### config.mk
export PLATFORM = sky130hd
export DESIGN_NAME = rx_addr_filter
export DESIGN_NICKNAME = d
export VERILOG_FILES = /design/src/rtl/rx_addr_filter_pkg.sv /design/src/rtl/rx_addr_match.sv /design/src/rtl/rx_frame_ctrl.sv /design/src/rtl/rx_beat_reg.sv /design/src/rtl/rx_addr_filter.sv
export SDC_FILE = /design/constraint.sdc
export NUM_CORES = 1
export LEC_CHECK = 0
export BUFFER_PORTS_ARGS = -buffer_cell sky130_fd_sc_hd__buf_2
export CAP_MARGIN = 20
export CORE_ASPECT_RATIO = 1.1
export CORE_MARGIN = 3
export CORE_UTILIZATION = 49
export DETAILED_ROUTE_END_ITERATION = 10
export GPL_TIMING_DRIVEN = 1
export PLACE_DENSITY_LB_ADDON = 0.25
export SLEW_MARGIN = 20
export SYNTH_ARGS = -nofsm -noshare
export SYNTH_HDL_FRONTEND = slang
export SYNTH_SLANG_ARGS = --single-unit
### constraint.sdc
create_clock -name clk -period 4 [get_ports clk]
set_clock_uncertainty 0.15 [all_clocks]
set_input_delay 0.8 -clock clk [delete_from_list [all_inputs] [get_ports clk]]
set_output_delay 0.8 -clock clk [all_outputs]
set_load 0.03 [all_outputs]
### src/rtl/rx_addr_filter_pkg.sv
package rx_addr_filter_pkg;

    typedef enum logic [1:0] {
        FRM_IDLE = 2'd0,
        FRM_ADDR = 2'd1,
        FRM_PASS = 2'd2,
        FRM_DROP = 2'd3
    } frm_state_e;

    typedef struct packed {
        logic sof;
        logic eof;
        logic dec_valid;
        logic dec_accept;
    } beat_flags_t;

endpackage

### src/rtl/rx_addr_match.sv
module rx_addr_match #(
    parameter int DATA_W  = 8,
    parameter int GROUP_W = 4
) (
    input  logic [DATA_W-1:0] addr_byte,
    input  logic [DATA_W-1:0] own_addr,
    input  logic              group_en,
    output logic              hit
);
    localparam int GRP_LSB = DATA_W - GROUP_W;

    logic exact_hit;
    logic group_hit;

    always_comb begin
        exact_hit = (addr_byte == own_addr) || (addr_byte == {DATA_W{1'b1}});
    end

    generate
        if (GROUP_W >= DATA_W) begin : g_grp_full
            always_comb group_hit = exact_hit;
        end else begin : g_grp_part
            logic [GROUP_W-1:0] rx_grp;
            logic [GROUP_W-1:0] own_grp;
            always_comb begin
                rx_grp    = addr_byte[DATA_W-1:GRP_LSB];
                own_grp   = own_addr[DATA_W-1:GRP_LSB];
                group_hit = (rx_grp == own_grp) || (rx_grp == {GROUP_W{1'b1}});
            end
        end
    endgenerate

    always_comb begin
        hit = group_en ? group_hit : exact_hit;
    end

endmodule

### src/rtl/rx_frame_ctrl.sv
module rx_frame_ctrl
    import rx_addr_filter_pkg::*;
#(
    parameter int DATA_W = 8
) (
    input  logic              clk,
    input  logic              rst_n,
    input  logic              in_sof,
    input  logic              in_valid,
    input  logic [DATA_W-1:0] in_data,
    input  logic              in_eof,
    input  logic              cfg_filter_en,
    input  logic              addr_hit,
    output beat_flags_t       beat_flags,
    output logic              beat_valid,
    output logic [DATA_W-1:0] beat_data,
    output frm_state_e        state_o
);
    typedef struct packed {
        frm_state_e st;
    } ctrl_reg_t;

    ctrl_reg_t  reg_d;
    ctrl_reg_t  reg_q;
    frm_state_e cur_st;
    logic       keep;

    always_comb begin
        reg_d      = reg_q;
        beat_flags = '0;
        beat_valid = 1'b0;
        beat_data  = '0;
        keep       = 1'b0;

        // a start marker always opens a fresh capture, aborting any open frame
        cur_st = in_sof ? FRM_ADDR : reg_q.st;

        // byte handling comes before the end marker within one cycle
        if (in_valid) begin
            unique case (cur_st)
                FRM_ADDR: begin
                    keep                  = !cfg_filter_en || addr_hit;
                    beat_flags.dec_valid  = 1'b1;
                    beat_flags.dec_accept = keep;
                    if (keep) begin
                        beat_flags.sof = 1'b1;
                        beat_valid     = 1'b1;
                        beat_data      = in_data;
                        cur_st         = FRM_PASS;
                    end else begin
                        cur_st = FRM_DROP;
                    end
                end
                FRM_PASS: begin
                    beat_valid = 1'b1;
                    beat_data  = in_data;
                end
                default: begin
                end
            endcase
        end

        if (in_eof) begin
            unique case (cur_st)
                FRM_ADDR: begin
                    // empty frame: nothing to compare, verdict from the enable alone
                    keep                  = !cfg_filter_en;
                    beat_flags.dec_valid  = 1'b1;
                    beat_flags.dec_accept = keep;
                    beat_flags.sof        = keep;
                    beat_flags.eof        = keep;
                end
                FRM_PASS: begin
                    beat_flags.eof = 1'b1;
                end
                default: begin
                end
            endcase
            cur_st = FRM_IDLE;
        end

        reg_d.st = cur_st;
    end

    always_ff @(posedge clk) begin
        if (!rst_n) begin
            reg_q.st <= FRM_IDLE;
        end else begin
            reg_q <= reg_d;
        end
    end

    assign state_o = reg_q.st;

    // a dropped frame stays dropped until a marker closes or restarts it
    p_drop_sticky_r6: assert property (@(posedge clk) disable iff (!rst_n)
        (reg_q.st == FRM_DROP && !in_sof && !in_eof) |=> (reg_q.st == FRM_DROP));

    // an end marker without a new start always returns the tracker to idle
    p_eof_closes_r7: assert property (@(posedge clk) disable iff (!rst_n)
        (in_eof && !in_sof) |=> (reg_q.st == FRM_IDLE));

    // a start marker with no byte and no end leaves capture armed
    p_sof_arms_r10: assert property (@(posedge clk) disable iff (!rst_n)
        (in_sof && !in_valid && !in_eof) |=> (reg_q.st == FRM_ADDR));

endmodule

### src/rtl/rx_beat_reg.sv
module rx_beat_reg
    import rx_addr_filter_pkg::*;
#(
    parameter int DATA_W = 8
) (
    input  logic              clk,
    input  logic              rst_n,
    input  beat_flags_t       flags_in,
    input  logic              valid_in,
    input  logic [DATA_W-1:0] data_in,
    output beat_flags_t       flags_out,
    output logic              valid_out,
    output logic [DATA_W-1:0] data_out
);
    typedef struct packed {
        beat_flags_t       flags;
        logic              valid;
        logic [DATA_W-1:0] data;
    } beat_reg_t;

    beat_reg_t beat_d;
    beat_reg_t beat_q;

    always_comb begin
        beat_d.flags = flags_in;
        beat_d.valid = valid_in;
        beat_d.data  = valid_in ? data_in : '0;
    end

    always_ff @(posedge clk) begin
        if (!rst_n) begin
            beat_q <= '0;
        end else begin
            beat_q <= beat_d;
        end
    end

    assign flags_out = beat_q.flags;
    assign valid_out = beat_q.valid;
    assign data_out  = beat_q.data;

    // a start pulse only ever comes with an accepting verdict
    p_sof_has_verdict_r5: assert property (@(posedge clk) disable iff (!rst_n)
        beat_q.flags.sof |-> (beat_q.flags.dec_valid && beat_q.flags.dec_accept));

endmodule

### src/rtl/rx_addr_filter.sv
module rx_addr_filter
    import rx_addr_filter_pkg::*;
#(
    parameter int DATA_W  = 8,
    parameter int GROUP_W = 4
) (
    input  logic              clk,
    input  logic              rst_n,
    input  logic              in_sof,
    input  logic              in_valid,
    input  logic [DATA_W-1:0] in_data,
    input  logic              in_eof,
    input  logic [DATA_W-1:0] cfg_own_addr,
    input  logic              cfg_filter_en,
    input  logic              cfg_group_en,
    output logic              out_sof,
    output logic              out_valid,
    output logic [DATA_W-1:0] out_data,
    output logic              out_eof,
    output logic              dec_valid,
    output logic              dec_accept
);
    logic              addr_hit;
    beat_flags_t       nxt_flags;
    logic              nxt_valid;
    logic [DATA_W-1:0] nxt_data;
    frm_state_e        frm_state;
    beat_flags_t       cur_flags;

    rx_addr_match #(
        .DATA_W (DATA_W),
        .GROUP_W(GROUP_W)
    ) u_match (
        .addr_byte(in_data),
        .own_addr (cfg_own_addr),
        .group_en (cfg_group_en),
        .hit      (addr_hit)
    );

    rx_frame_ctrl #(
        .DATA_W(DATA_W)
    ) u_ctrl (
        .clk          (clk),
        .rst_n        (rst_n),
        .in_sof       (in_sof),
        .in_valid     (in_valid),
        .in_data      (in_data),
        .in_eof       (in_eof),
        .cfg_filter_en(cfg_filter_en),
        .addr_hit     (addr_hit),
        .beat_flags   (nxt_flags),
        .beat_valid   (nxt_valid),
        .beat_data    (nxt_data),
        .state_o      (frm_state)
    );

    rx_beat_reg #(
        .DATA_W(DATA_W)
    ) u_beat (
        .clk      (clk),
        .rst_n    (rst_n),
        .flags_in (nxt_flags),
        .valid_in (nxt_valid),
        .data_in  (nxt_data),
        .flags_out(cur_flags),
        .valid_out(out_valid),
        .data_out (out_data)
    );

    assign out_sof    = cur_flags.sof;
    assign out_eof    = cur_flags.eof;
    assign dec_valid  = cur_flags.dec_valid;
    assign dec_accept = cur_flags.dec_accept;

    // filter disabled at the first byte: the verdict next cycle must be accept
    p_open_accepts_r2: assert property (@(posedge clk) disable iff (!rst_n)
        (in_valid && !cfg_filter_en && (in_sof || frm_state == FRM_ADDR))
        |=> (dec_valid && dec_accept));

    // a forwarded byte always traces back to a presented byte one cycle earlier
    p_fwd_latency_r6: assert property (@(posedge clk) disable iff (!rst_n)
        out_valid |-> ($past(in_valid) && out_data == $past(in_data)));

    // an end event always follows an end marker
    p_eof_latency_r7: assert property (@(posedge clk) disable iff (!rst_n)
        out_eof |-> $past(in_eof));

    // a rejecting verdict is silent on every other output
    p_drop_silent_r6: assert property (@(posedge clk) disable iff (!rst_n)
        (dec_valid && !dec_accept) |-> (!out_valid && !out_sof && !out_eof));

    // nothing is emitted from idle without a start marker
    p_idle_quiet_r11: assert property (@(posedge clk) disable iff (!rst_n)
        (frm_state == FRM_IDLE && !in_sof) |=> (!out_valid && !dec_valid && !out_eof));

endmodule

==> impl_metrics.yaml <==
status:
  status: "finished clean"
floorplanning:
  chipHeight_um: 49.19
  die_x_um: 45.26
  die_area_sq_um: 2226
  initial_core_util: 0.5646
  row_count: 14
  pin_count: 36
  core_area_sq_um: 1471
timing:
  finalSetupViolCount: 0
  worst_slew_pin_slew_ns: 0.8195
  hold_violations: 0
  hold_ws_ns: 0.5574
  slew_viol_final: 0
  fin_crit_ns: 2.732
  finalCritPeriodShare: 0.6831
  rsz0062_at_grt: "false"
  timing.slew.headroom: 0.4536
  max_freq_mhz: 366.0
  setup_tns_ns: 0
routing:
  drtIter0Drc: 12
  wl_met3_um: 113
  wl_mm: 1.816
  drt_pass1_iterations: 4
  vias_per_cell: 5.427
  wl_met2_um: 906
  wire_per_inst_um: 12.70
  route.detailed.drc: 0
  wirelength_met1_um: 759
  dr_total_vias: 776
  top_layer_used: "met4"
  ant_nets: 0
power_and_ir_drop:
  p_per_area_nw_per_um2: 286.2
  ir_drop_uv: 169.4
  p_leak_nw: 0.4960
  p_total_uw: 293.7
clock_tree:
  htreeDepth: 1
  ctsHoldBuffers: 0
  cts_root_buf: "clkbuf_4"
  cts_resized: 0
  clock_sinks: 14
  cts-buffers-inserted: 3
  insertion_delay_ns: 0.27
  max-clock-path-buffers: 2
  clk_pin_slew_worst_paths_ns: 0.08
  post-cts-setup-buffers: 0
  cts_tree: "done"
finish:
  layout.nets: 157
  design_area_sq_um: 1026
  regArea_sq_um: 280.3
  multi_input_area_sq_um: 509.2
  num-fill-cells: 134
  area_growth_pct: 23.49
  layout-drive-gt1-share: 0.4252
  diodes: 0
  layout_common_cells: "35 x buf_2, 22 x nand2_1, 14 x dfxtp_1"
  mostFrequentLayoutCell: "buf_2"
  final_util: 0.6973
logic_synthesis:
  synth.net_count: 119
  synth.avg_cell_area_sq_um: 9.130
  synth_cells: 91
  seq_area_frac_synth: 0.3373
  ys_seq_elements: 14
  ys_warn_count: 0
  synth_area_sq_um: 830.8
  synth_cell_types: 23
global_routing:
  grt_pass1_wl_mm: 2.932
  grt_max_degree: 14
  grt_pass1_vias: 705
  antenna_found_initial: 0
  groute.usage.overall: 0.1797
  gr-total-overflow: 0
worst_setup_path:
  cp_top_family: "compound AO/OA/AOI/OAI gates"
  end_kind: "register"
  cp_slowest_cell: "o31a_2"
  worstPathRequired_ns: 3.99
  critPathKind: "in2reg"
  crit_path_start_kind: "primary input"
  critPathBufInv: 1
  crit_fanout: 13
  crit_arrival_ns: 2.72
  crit_chain: "buf_2 -> xor2_1 -> nor4_2 -> a21oi_2 -> o31a_2 -> ha_1 -> nor2b_1 -> nand3_1 -> o31ai_2"
  cpPeakStageDelay_ns: 0.42
placed_design:
  gp_congestion: 0.7458
  dp_hpwl_mm: 1.415
  place_area_sq_um: 1003
  portBuffers: 35
job:
  maxCapViolations: 0
hold_path:
  holdCritPathClass: "reg2reg"
-- cell type report --
class                   instances  share of cell area
well taps                      16             0.01951
multi-input cells              71              0.4963
repair buffers                 36              0.1780
flip-flops and latches         14              0.2732
inverters                       3             0.01098
clock buffers                   3             0.02195
-- cell families (layout without fill, tap and decap cells) --
group                    count (synthesis)  after routing  share of synthesized area
multiplexers                             1              1                    0.01355
AO/OA/AOI/OAI                           17             17                     0.2169
XOR/XNOR                                 8              8                    0.08434
flip-flops                              14             14                     0.3374
AND/OR/NAND/NOR                         40             40                     0.2229
adder cells (fa/ha/maj)                  5              5                    0.07530
buffers and inverters                    6             42                    0.04970
-- tightest hold or removal path: stages (launching register included) --
cell,delay [ns]
dfxtp_1,0.31
nor2_1,0.07
nand2_1,0.12
o311a_2,0.18
-- registers in the layout (all words and copies together) (netlist names) --
name / count
u_beat.flags_out: 3
u_beat.valid_out: 1
u_ctrl.state_o: 2
u_beat.data_out: 8
-- per-stage QoR --
step,cells,setup WS (ns)
2_1_floorplan,91,1.462
3_3_place_gp,140,1.029
3_5_place_dp,140,0.9752
4_1_cts,143,1.268
5_1_grt,143,1.114
6_report,143,1.268
-- cell usage after synthesis --
master,n,area [sq um]
ha_1,5,62.56
a21boi_0,1,7.510
nor4_2,1,12.51
xor2_1,8,70.07
a21oi_2,1,8.760
o21bai_1,1,7.510
o31a_2,1,10.01
buf_6,2,22.52
o311a_2,1,11.26
o31ai_2,10,125.1
nor3_1,1,5.000
mux2_2,1,11.26
nor2b_1,4,25.02
nor2_1,5,18.77
o21ai_0,2,10.01
nand2_1,22,82.58
nand3_1,2,10.01
nand4_1,3,18.77
dfxtp_1,14,280.3
buf_4,1,7.510
nor4_1,1,6.260
inv_1,3,11.26
nand2b_1,1,6.260
-- worst paths after layout --
path / cells after the start / slack [ns] / startpoint / endpoint
worst min register to register: 3 / 0.56 / u_ctrl.state_o[0]$_SDFF_PP0_ / u_ctrl.state_o[0]$_SDFF_PP0_
worst min-delay path: 3 / 0.56 / u_ctrl.state_o[0]$_SDFF_PP0_ / u_ctrl.state_o[0]$_SDFF_PP0_
worst max-delay path: 9 / 1.27 / in_data[5] / u_beat.flags_out[3]$_SDFF_PN0_
worst max register to register: 10 / 1.93 / u_ctrl.state_o[0]$_SDFF_PP0_ / u_beat.flags_out[3]$_SDFF_PN0_
-- layer usage --
layer / up-vias / GRT usage
li1: 388 / -
met5: - / 0
met2: 30 / 0.2830
met4: 0 / 0.1073
met3: 4 / 0.02583
met1: 354 / 0.2217
-- power breakdown --
part           leakage [nW]  total [mW]  internal [mW]  switching [mW]
sequential            0.114       0.145          0.144         0.00108
combinational         0.368      0.0718         0.0275          0.0443
clock                0.0138      0.0767         0.0349          0.0419
(Power assumes the default switching activity.)
